### config.mk
export PLATFORM = sky130hd
export DESIGN_NAME = pcm_serial_tx
export DESIGN_NICKNAME = d
export VERILOG_FILES = /design/src/rtl/pcm_tx_pkg.sv /design/src/rtl/pcm_clk_gen.sv /design/src/rtl/pcm_frame_ctl.sv /design/src/rtl/pcm_bit_out.sv /design/src/rtl/pcm_serial_tx.sv
export SDC_FILE = /design/constraint.sdc
export NUM_CORES = 1
export LEC_CHECK = 0
export BUFFER_PORTS_ARGS = -buffer_cell sky130_fd_sc_hd__buf_2
export CORE_MARGIN = 2
export CORE_UTILIZATION = 57
export CTS_BUF_LIST = sky130_fd_sc_hd__clkbuf_4 sky130_fd_sc_hd__clkbuf_8
export DETAILED_ROUTE_END_ITERATION = 6
export PLACE_DENSITY = 0.91
export SLEW_MARGIN = 20
export SYNTH_ARGS = -nofsm -noshare
export SYNTH_HDL_FRONTEND = slang
export SYNTH_HIERARCHICAL = 1
export SYNTH_SLANG_ARGS = --single-unit
### constraint.sdc
create_clock -name clk -period 4 [get_ports clk]
set_input_delay 0.8 -clock clk [delete_from_list [all_inputs] [get_ports clk]]
set_output_delay 0.8 -clock clk [all_outputs]
set_load 0.05 [all_outputs]
### src/rtl/pcm_tx_pkg.sv
package pcm_tx_pkg;
   localparam int MAX_WORD = 24;

   typedef enum logic [1:0] {
      WL16 = 2'd0,
      WL18 = 2'd1,
      WL20 = 2'd2,
      WL24 = 2'd3
   } wlen_e;

   function automatic logic [4:0] wlen_bits(input logic [1:0] code);
      case (code)
         WL16:    wlen_bits = 5'd16;
         WL18:    wlen_bits = 5'd18;
         WL20:    wlen_bits = 5'd20;
         default: wlen_bits = 5'd24;
      endcase
   endfunction
endpackage

### src/rtl/pcm_clk_gen.sv
module pcm_clk_gen #(
   parameter int CLK_DIV = 2
) (
   input  logic clk,
   input  logic rst_n,
   output logic sck,
   output logic fall_evt
);
   logic tc;

   generate
      if (CLK_DIV == 1) begin : g_fast
         assign tc = 1'b1;
      end else begin : g_cnt
         localparam int CW = $clog2(CLK_DIV);
         logic [CW-1:0] cnt;
         assign tc = (cnt == CW'(CLK_DIV - 1));
         always_ff @(posedge clk) begin
            if (!rst_n)  cnt <= '0;
            else if (tc) cnt <= '0;
            else         cnt <= cnt + 1'b1;
         end
      end
   endgenerate

   always_ff @(posedge clk) begin
      if (!rst_n)  sck <= 1'b0;
      else if (tc) sck <= ~sck;
   end

   assign fall_evt = tc & sck;

   // falling edges are never on back-to-back cycles
   assert_fall_spacing_R2: assert property (@(posedge clk) disable iff (!rst_n)
      fall_evt |=> !fall_evt);
endmodule

### src/rtl/pcm_frame_ctl.sv
module pcm_frame_ctl
   import pcm_tx_pkg::*;
#(
   parameter int SLOT_BITS = 32,
   localparam int FRAME_BITS = 2 * SLOT_BITS,
   localparam int IDX_W = $clog2(FRAME_BITS)
) (
   input  logic                clk,
   input  logic                rst_n,
   input  logic                fall_evt,
   input  logic                s_valid,
   output logic                s_ready,
   input  logic [MAX_WORD-1:0] s_left,
   input  logic [MAX_WORD-1:0] s_right,
   input  logic                s_mono,
   input  logic [1:0]          cfg_wlen,
   input  logic                cfg_lsb_first,
   output logic [IDX_W-1:0]    idx,
   output logic [MAX_WORD-1:0] cur_l,
   output logic [MAX_WORD-1:0] cur_r,
   output logic [1:0]          cur_wlen,
   output logic                cur_lsb,
   output logic                underrun
);
   logic last_bit;
   assign last_bit = (idx == IDX_W'(FRAME_BITS - 1));
   assign s_ready  = fall_evt & last_bit;

   always_ff @(posedge clk) begin
      if (!rst_n)        idx <= IDX_W'(FRAME_BITS - 1);
      else if (fall_evt) idx <= idx + 1'b1;
   end

   always_ff @(posedge clk) begin
      if (!rst_n) begin
         cur_l    <= '0;
         cur_r    <= '0;
         cur_wlen <= '0;
         cur_lsb  <= 1'b0;
         underrun <= 1'b0;
      end else if (s_ready) begin
         cur_wlen <= cfg_wlen;
         cur_lsb  <= cfg_lsb_first;
         underrun <= ~s_valid;
         if (s_valid) begin
            cur_l <= s_left;
            cur_r <= s_mono ? s_left : s_right;
         end
      end
   end

   // ready lasts a single cycle
   assert_ready_single_R8: assert property (@(posedge clk) disable iff (!rst_n)
      s_ready |=> !s_ready);
   // underrun only moves at a frame boundary
   assert_underrun_at_boundary_R10: assert property (@(posedge clk) disable iff (!rst_n)
      !$stable(underrun) |-> $past(s_ready));
endmodule

### src/rtl/pcm_bit_out.sv
module pcm_bit_out
   import pcm_tx_pkg::*;
#(
   parameter int SLOT_BITS = 32,
   localparam int FRAME_BITS = 2 * SLOT_BITS,
   localparam int IDX_W = $clog2(FRAME_BITS),
   localparam int POS_W = IDX_W - 1,
   localparam int IW = $clog2(MAX_WORD)
) (
   input  logic                clk,
   input  logic                rst_n,
   input  logic                fall_evt,
   input  logic [IDX_W-1:0]    idx,
   input  logic [MAX_WORD-1:0] cur_l,
   input  logic [MAX_WORD-1:0] cur_r,
   input  logic [1:0]          cur_wlen,
   input  logic                cur_lsb,
   output logic                sdo,
   output logic                lrck
);
   logic [IDX_W-1:0]    nxt;
   logic [7:0]          pe, we, bi;
   logic [MAX_WORD-1:0] word;
   logic                in_data, bit_v;

   always_comb begin
      nxt     = idx + 1'b1;
      pe      = 8'(nxt[POS_W-1:0]);
      we      = 8'(wlen_bits(cur_wlen));
      word    = nxt[IDX_W-1] ? cur_r : cur_l;
      in_data = (pe != 8'd0) && (pe <= we);
      bi      = cur_lsb ? (pe - 8'd1) : (we - pe);
      bit_v   = in_data & word[bi[IW-1:0]];
   end

   always_ff @(posedge clk) begin
      if (!rst_n) begin
         sdo  <= 1'b0;
         lrck <= 1'b0;
      end else if (fall_evt) begin
         sdo  <= bit_v;
         lrck <= nxt[IDX_W-1];
      end
   end
endmodule

### src/rtl/pcm_serial_tx.sv
module pcm_serial_tx
   import pcm_tx_pkg::*;
#(
   parameter int CLK_DIV   = 2,
   parameter int SLOT_BITS = 32,
   localparam int IDX_W = $clog2(2 * SLOT_BITS)
) (
   input  logic                clk,
   input  logic                rst_n,
   input  logic                s_valid,
   output logic                s_ready,
   input  logic [MAX_WORD-1:0] s_left,
   input  logic [MAX_WORD-1:0] s_right,
   input  logic                s_mono,
   input  logic [1:0]          cfg_wlen,
   input  logic                cfg_lsb_first,
   output logic                sck,
   output logic                lrck,
   output logic                sdo,
   output logic                underrun
);
   generate
      if (CLK_DIV < 1) begin : g_bad_div
         $error("CLK_DIV must be at least 1");
      end
      if (SLOT_BITS < MAX_WORD + 1 || (SLOT_BITS & (SLOT_BITS - 1)) != 0) begin : g_bad_slot
         $error("SLOT_BITS must be a power of two above the word size");
      end
   endgenerate

   logic                fall_evt;
   logic [IDX_W-1:0]    idx;
   logic [MAX_WORD-1:0] cur_l, cur_r;
   logic [1:0]          cur_wlen;
   logic                cur_lsb;

   pcm_clk_gen #(.CLK_DIV(CLK_DIV)) u_clk (
      .clk(clk), .rst_n(rst_n), .sck(sck), .fall_evt(fall_evt));

   pcm_frame_ctl #(.SLOT_BITS(SLOT_BITS)) u_ctl (
      .clk(clk), .rst_n(rst_n), .fall_evt(fall_evt),
      .s_valid(s_valid), .s_ready(s_ready), .s_left(s_left), .s_right(s_right),
      .s_mono(s_mono), .cfg_wlen(cfg_wlen), .cfg_lsb_first(cfg_lsb_first),
      .idx(idx), .cur_l(cur_l), .cur_r(cur_r), .cur_wlen(cur_wlen),
      .cur_lsb(cur_lsb), .underrun(underrun));

   pcm_bit_out #(.SLOT_BITS(SLOT_BITS)) u_out (
      .clk(clk), .rst_n(rst_n), .fall_evt(fall_evt), .idx(idx),
      .cur_l(cur_l), .cur_r(cur_r), .cur_wlen(cur_wlen), .cur_lsb(cur_lsb),
      .sdo(sdo), .lrck(lrck));

   // data and channel clock hold while sck stays high
   assert_sdo_stable_R3: assert property (@(posedge clk) disable iff (!rst_n)
      (sck && $past(sck)) |-> $stable(sdo));
   assert_lrck_stable_R3: assert property (@(posedge clk) disable iff (!rst_n)
      (sck && $past(sck)) |-> $stable(lrck));
   // a new frame starts in the left slot
   assert_left_after_ready_R3: assert property (@(posedge clk) disable iff (!rst_n)
      s_ready |=> !lrck);
endmodule

### Word level (Yosys, flattened, before mapping)

Cells that the tools add are included.

* register bits: 62
* latch bits: 0
* RAM bits: 0
* bits in read-only memories: 0
* input port bits: 55
* output and inout bits: 5
* logic and storage cells: 36
* memories kept: 0

* add/subtract/negate cells: 4
* $mul: 0
* divide/modulo/power cells: 0
* magnitude comparators: 2
* eq/ne operators: 3
* shifts and indexed selects: 0
* multiplexer cells: 6
* bitwise gates (word level): 6
* reduce and logical (&&, ||, !) cells: 5

Operator list (count)
* $mux 24: 2
* $pmux 4 s3: 1
* $add 6x1->6 const B: 1
* $eq 6x6->1 const B: 1
* $lt 5x6->1 const B: 1
* $bmux 1 s5: 1
* $le 5x5->1: 1
* $mux 5: 1
* $reduce_bool 5->1: 1
* $sub 5x1->5 const B: 1
* $sub 5x5->5: 1
* $and 1x1->1: 3
* $not 1->1: 3
* $eq 2x1->1 const B: 1
* $eq 2x2->1 const B: 1
* $logic_not 2->1: 1
* $reduce_and 2->1: 1
* $reduce_or 2->1: 1
* $add 1x1->1 const B: 1
* $logic_and 1x1->1: 1
* $mux 1: 1

### Logic depth before layout (Yosys ltp)

Gate-level depths: netlist of the first run.

* word-level depth: 7
* mapped depth: 11
* mapped depth without buffers: 10

### Hierarchy

The synthesis of the first run kept the hierarchy.

Modules (own cells, without submodules)
* pcm_frame_ctl: instances 1, cells an instance 264, area each 2478.6 um^2, seq. area each 1161.1 um^2
* pcm_bit_out: instances 1, cells an instance 144, area each 1156.1 um^2, seq. area each 40.0 um^2
* pcm_clk_gen: instances 1, cells an instance 6, area each 71.3 um^2, seq. area each 40.0 um^2

### Worst setup path before layout of the first run

Ideal clock, no wire load.

* path kind: reg2reg
* start point: register u_ctl.idx[0]
* end point: register u_out.sdo
* setup time: 0.126 ns
* arrival time: 2.846 ns
* required time: 3.874 ns
* slack: 1.028 ns
* stages on the path, launching flop included: 11
* cell sequence: dfxtp_1 -> ha_1 -> xnor2_2 -> ha_1 -> or4_1 -> nand3_2 -> mux4_2 -> nor2_1 -> a211oi_1 -> a211oi_2 -> o32ai_2

* word-level cells in the longest chain between the ends: 6
* elaborated cells on any way between the ends: 11

RTL lines
* start, declared: RTL line pcm_frame_ctl.sv:18 `output logic [IDX_W-1:0] idx,`
* start signal, assigned: RTL line pcm_frame_ctl.sv:30 `if (!rst_n) idx <= IDX_W'(FRAME_BITS - 1);`
* start signal, assigned: RTL line pcm_frame_ctl.sv:31 `else if (fall_evt) idx <= idx + 1'b1;`
* $add 6x1->6 *: RTL line pcm_bit_out.sv:27 `nxt = idx + 1'b1;`
* $sub 5x5->5 / $sub 5x1->5 (equally long branches): RTL line pcm_bit_out.sv:32 `bi = cur_lsb ? (pe - 8'd1) : (we - pe);`
* $mux 5: RTL line pcm_bit_out.sv:32
* $bmux 1 s5: RTL line pcm_bit_out.sv:33 `bit_v = in_data & word[bi[IW-1:0]];`
* $mux 1 (not written as such): RTL line pcm_bit_out.sv:33
* $and 1x1->1 *: RTL line pcm_bit_out.sv:33
* end signal, assigned: RTL line pcm_bit_out.sv:41 `sdo <= bit_v;`
* end, declared: RTL line pcm_bit_out.sv:18 `output logic sdo,`

Every way passes the cells marked *; elsewhere a longest branch is shown, timed or not. The select of a mux whose other input is x is not followed.
A chain may end at the register's enable or synchronous reset.

### Final worst setup path of the first run

Ends and elaborated chain as after synthesis.

==> flow_summary.ini, run 1 <==
[critical_path]
crit_chain = ha_1 > xnor2_2 > ha_1 > or4_1 > nand3_2 > mux4_2 > nor2_1 > a211oi_1 > a211oi_2 > o32ai_2
critPathSlowestCell = dfxtp_1
r2r_start = u_ctl/idx[0]
cpMostUsedCell = ha_1
arrival_ps = 3760
worstPathMaxFanout = 18
startpoint = u_ctl/idx[0]
cp-end-kind = flip-flop
start_kind = flip-flop
crit_type = reg -> reg
cp.required_ps = 4230
slowest_delay_ps = 740

[yosys]
synth-main-ff-cell = dfxtp_1
yosys.area.top_type = dfxtp_1
syn-cell-area_um2 = 3710
syn_inst = 414
synthesis.nets = 475
yosysTopAreaCellShare = 0.335
yosysWarnings = 6
synthArstFlopShare = 0
synthTopCellsByCount = dfxtp_1, nand2_1, mux2i_1
synth_area_leaders = dfxtp_1, mux2i_1, o211a_1
synth-edff-count = 0
synth_most_common_cell = dfxtp_1
ys_ff_latch = 62
ys_seq_area_frac = 0.335
synth.distinct_cells = 61
syn_avg_cell_area_um2 = 8.95

[cts]
clk_pin_slew_ps = 70
cts_tree = built
ctsResizeCount = 0
clockBufferDepth = 2
cts_sinks = 62
postCtsSetupBuffers = 0
numCtsBuffers = 9
htreeDepth = 3
cts_root_buf = clkbuf_8
cts-hold-fix-buffers = 0
clk_latency_ps = 340

[sta]
whs_ps = 460
worst_slew_pin_slew_ps = 760
fin_crit_sh = 0.884
rsz0062_at_grt = no
max_freq_mhz = 283
fin_tns_setup_ps = 0
slew_headroom = 0.493
post-route-min-period_ps = 3540
fin_worst_skew_ps = 6.90
finalSetupViolCount = 0
hold_viol = 0
drv_slew = 0
final.setup.worst_slack_ps = 464

[grt]
grt_pass1_wl_mm = 15.0
antenna_found_initial = 0
grt_max_degree = 53
grt.overflow.total = 0
grt_pass1_vias = 3254
grt_util_all_layers = 0.258

[placed_design]
dpl-instance-area_um2 = 3920
dp.cells = 518
place_congestion = 0.876
dpl.hpwl_mm = 6.04
numPortBuffers = 59
post-place-ws_ps = 537

[min_path]
hold_class = reg -> reg
min_from = u_ctl/cur_l[3]

[floorplan]
io_pins = 60
die_w_um = 84.6
initial_core_util = 0.587
fp-row-count = 29
core_area_um2 = 6310
die_y_um = 84.6
die_area_um2 = 7160

[power]
irDropWorstVdd_mv = 0.311
power_density_nw_per_um2 = 412
leakagePower_nw = 1.98
power.total_mw = 1.70

[flow_run]
max_cap_violations = 0

[finish]
diodes = 0
drive_above_1_share = 0.214
nets = 513
fin_util = 0.656
stdcell_count = 534
area_growth_syn_to_layout_pct = 11.7
final_cell_area_um2 = 4140

[detailed_routing]
drc_errors = 0
drtIter0Drc = 360
drt-total-wl_mm = 9.12
firstDrtPassIters = 5
wl_per_cell_um = 17.1
via_per_inst = 6.48
vias = 3460
ant_nets = 0

[outcome]
run_status = finished, final reports clean
-- where the power goes --
group / switching (mW) / internal (mW)
combinational: 0.252 / 0.175
sequential: 0.0242 / 0.638
clock: 0.250 / 0.365
total: 0.526 / 1.18
-- worst max-delay path, delay by kind of cell (launching register included) --
kind,cells,cell delay (ps)
flops,1,740
compound gates,3,380
fa+ha+maj,2,700
xor+xnor,1,230
mux,1,520
simple gates,3,850
-- cell usage in the layout (no fill, tap or decap), types with 3 or more instances in the layout --
master	n
mux2i_1	43
o22ai_1	4
dfxtp_1	62
and2_1	3
nor2_1	10
ha_1	6
a311oi_1	3
buf_4	3
buf_2	59
o21ai_0	32
xor2_1	6
o211a_1	26
a31oi_1	3
nand2_1	48
and3_1	4
nor3_1	3
xnor2_1	9
inv_1	5
clkbuf_8	10
o2111ai_1	4
nor4_1	3
nand4_1	26
nand2b_1	3
nor2b_1	3
nand3_1	29
a21oi_1	5
-- worst paths after layout --
check	endpoint	slack, ps	cells past startpoint
worst min register to register	u_ctl/cur_l[3]	460	2
worst max-delay path	u_out/sdo	460	10
worst max register to register	u_out/sdo	460	10
worst min-delay path	u_ctl/cur_l[3]	460	2
-- logic make-up after synthesis --
| logic type | Yosys count | synth area share |
|---|---|---|
| flops | 62 | 0.335 |
| buf+inv | 41 | 0.0604 |
| fa+ha+maj | 6 | 0.0203 |
| mux | 47 | 0.134 |
| compound gates | 94 | 0.196 |
| simple gates | 148 | 0.214 |
| xor+xnor | 16 | 0.0398 |
-- metal layers --
| metal | global-route usage | part of all wire |
|---|---|---|
| met1 | 0.333 | 0.41 |
| met5 | 0 | 0 |
| met3 | 0.0560 | 0.075 |
| met4 | 0.105 | 0.021 |
| met2 | 0.421 | 0.49 |
-- cell type report --
class                           count  area (µm²)
Multi-Input combinational cell    311        2240
Sequential cell                    62        1240
Tap cell                           77        96.3
Clock inverter                      6        85.1
Timing Repair Buffer               62         318
Fill cell                         506        2170
Inverter                            6        22.5
Clock buffer                       10         138
-- sequential cells by signal (all words and copies together), names as in the netlist --
register and cells:
u_ctl/cur_l 24, u_ctl/cur_r 24, u_ctl/idx 6, u_ctl/cur_wlen 2, u_clk/g_cnt.cnt 1, u_clk/sck 1
u_ctl/cur_lsb 1, u_ctl/underrun 1, u_out/lrck 1, u_out/sdo 1
(Power assumes the default switching activity.)
==> run 2: changes to the inputs <==
--- a/config.mk
+++ b/config.mk
@@ -8,8 +8,9 @@
 export BUFFER_PORTS_ARGS = -buffer_cell sky130_fd_sc_hd__buf_2
 export CORE_MARGIN = 2
 export CORE_UTILIZATION = 57
-export CTS_BUF_LIST = sky130_fd_sc_hd__clkbuf_4 sky130_fd_sc_hd__clkbuf_8
+export CTS_BUF_LIST = sky130_fd_sc_hd__clkbuf_16
 export DETAILED_ROUTE_END_ITERATION = 6
+export GPL_TIMING_DRIVEN = 0
 export PLACE_DENSITY = 0.91
 export SLEW_MARGIN = 20
 export SYNTH_ARGS = -nofsm -noshare
==> run 2 against run 1 <==
Effect of this change: total power up 9.8%; sequential cell count unchanged; maximum frequency up 3.3%; clock-buffer cell count down 1; routed wire length up 18%; critical endpoint unchanged; highest routed layer unchanged.
==> flow_summary.ini, run 2 (same netlist as run 1, synthesis figures left out) <==
[placed_design]
numPortBuffers = 58
post-place-ws_ps = 700
place_congestion = 0.915
dpl-instance-area_um2 = 4090
dpl.hpwl_mm = 7.22
dp.cells = 549

[floorplan]
die_area_um2 = 7160
die_w_um = 84.6
die_y_um = 84.6
initial_core_util = 0.587
core_area_um2 = 6310
io_pins = 60
fp-row-count = 29

[detailed_routing]
ant_nets = 0
via_per_inst = 6.57
drtIter0Drc = 354
vias = 3705
firstDrtPassIters = 5
drt-total-wl_mm = 10.7
drc_errors = 0
wl_per_cell_um = 19.0

[sta]
max_freq_mhz = 292
fin_worst_skew_ps = 6.88
drv_slew = 0
post-route-min-period_ps = 3420
finalSetupViolCount = 0
worst_slew_pin_slew_ps = 649
slew_headroom = 0.567
fin_crit_sh = 0.856
rsz0062_at_grt = no
whs_ps = 461
final.setup.worst_slack_ps = 577
hold_viol = 0
fin_tns_setup_ps = 0

[cts]
clk_latency_ps = 340
ctsResizeCount = 0
cts_sinks = 62
numCtsBuffers = 9
clk_pin_slew_ps = 60
cts_root_buf = clkbuf_16
cts_tree = built
postCtsSetupBuffers = 0
htreeDepth = 3
cts-hold-fix-buffers = 0
clockBufferDepth = 2

[power]
power.total_mw = 1.87
leakagePower_nw = 2.11
irDropWorstVdd_mv = 0.303
power_density_nw_per_um2 = 428

[min_path]
hold_class = reg -> reg
holdPathStages = 2
hold_end = u_ctl/cur_l[18]
min_from = u_ctl/cur_l[18]

[critical_path]
regToRegSetupSlack_ps = 580
cp-end-kind = flip-flop
reg2reg_to = u_out/sdo
r2r_start = u_ctl/idx[1]
cp.required_ps = 4210
arrival_ps = 3630
startpoint = u_ctl/idx[1]
worstPathMaxFanout = 11
reg2reg_depth = 10
start_kind = flip-flop
crit_type = reg -> reg

[outcome]
run_status = finished, final reports clean

[flow_run]
max_cap_violations = 0

[finish]
final_common_cell = buf_2
fin_util = 0.693
layout_common_cells = buf_2, dfxtp_1, nand2_1
diodes = 0
stdcell_count = 564
drive_above_1_share = 0.228
top_regs = u_ctl/cur_l x24, u_ctl/cur_r x24, u_ctl/idx x6
area_growth_syn_to_layout_pct = 18.0
final_cell_area_um2 = 4370
nets = 544

[grt]
grt_max_degree = 12
grt.overflow.total = 0
grt_pass1_vias = 3620
grt_util_all_layers = 0.305
grt_pass1_wl_mm = 17.2
antenna_found_initial = 0
run 2: per-layer routing:
layer,track usage,vias to the layer above,wire [µm]
met4,0.172,0,434
li1,-,1681,-
met1,0.358,1743,4140
met2,0.503,238,5150
met5,0,-,0
met3,0.0826,43,1030
run 2: how the worst max path moves through the flow:
stage	endpoint	cells after the start
after floorplan	u_out/sdo	10
after global placement	u_out/sdo	10
after detailed placement	u_out/sdo	10
after CTS	u_out/sdo	10
after global routing	u_out/sdo	10
final	u_out/sdo	10
run 2: critical path, stage by stage (launching register included):
cell,delay [ps]
dfxtp_1,570
ha_1,330
xnor2_2,220
ha_1,340
or4_1,560
nand3_2,210
mux4_2,520
nor2_1,100
a211oi_1,70
a211oi_2,240
o32ai_2,110
run 2: final cells by class:
cell class                 instances  area (µm²)
buffer                            35         201
clock buffer                       9         225
clock inverter                     6        55.1
fill                             475        1940
inverter                           6        22.5
multi-input combinational        311        2240
sequential                        62        1240
tap                               77        96.3
timing repair buffer              58         290
run 2: report_power, final:
part           switching (mW)  total [mW]  internal [mW]
registers              0.0214       0.660          0.639
clock network           0.276       0.747          0.471
logic                   0.273       0.463          0.190
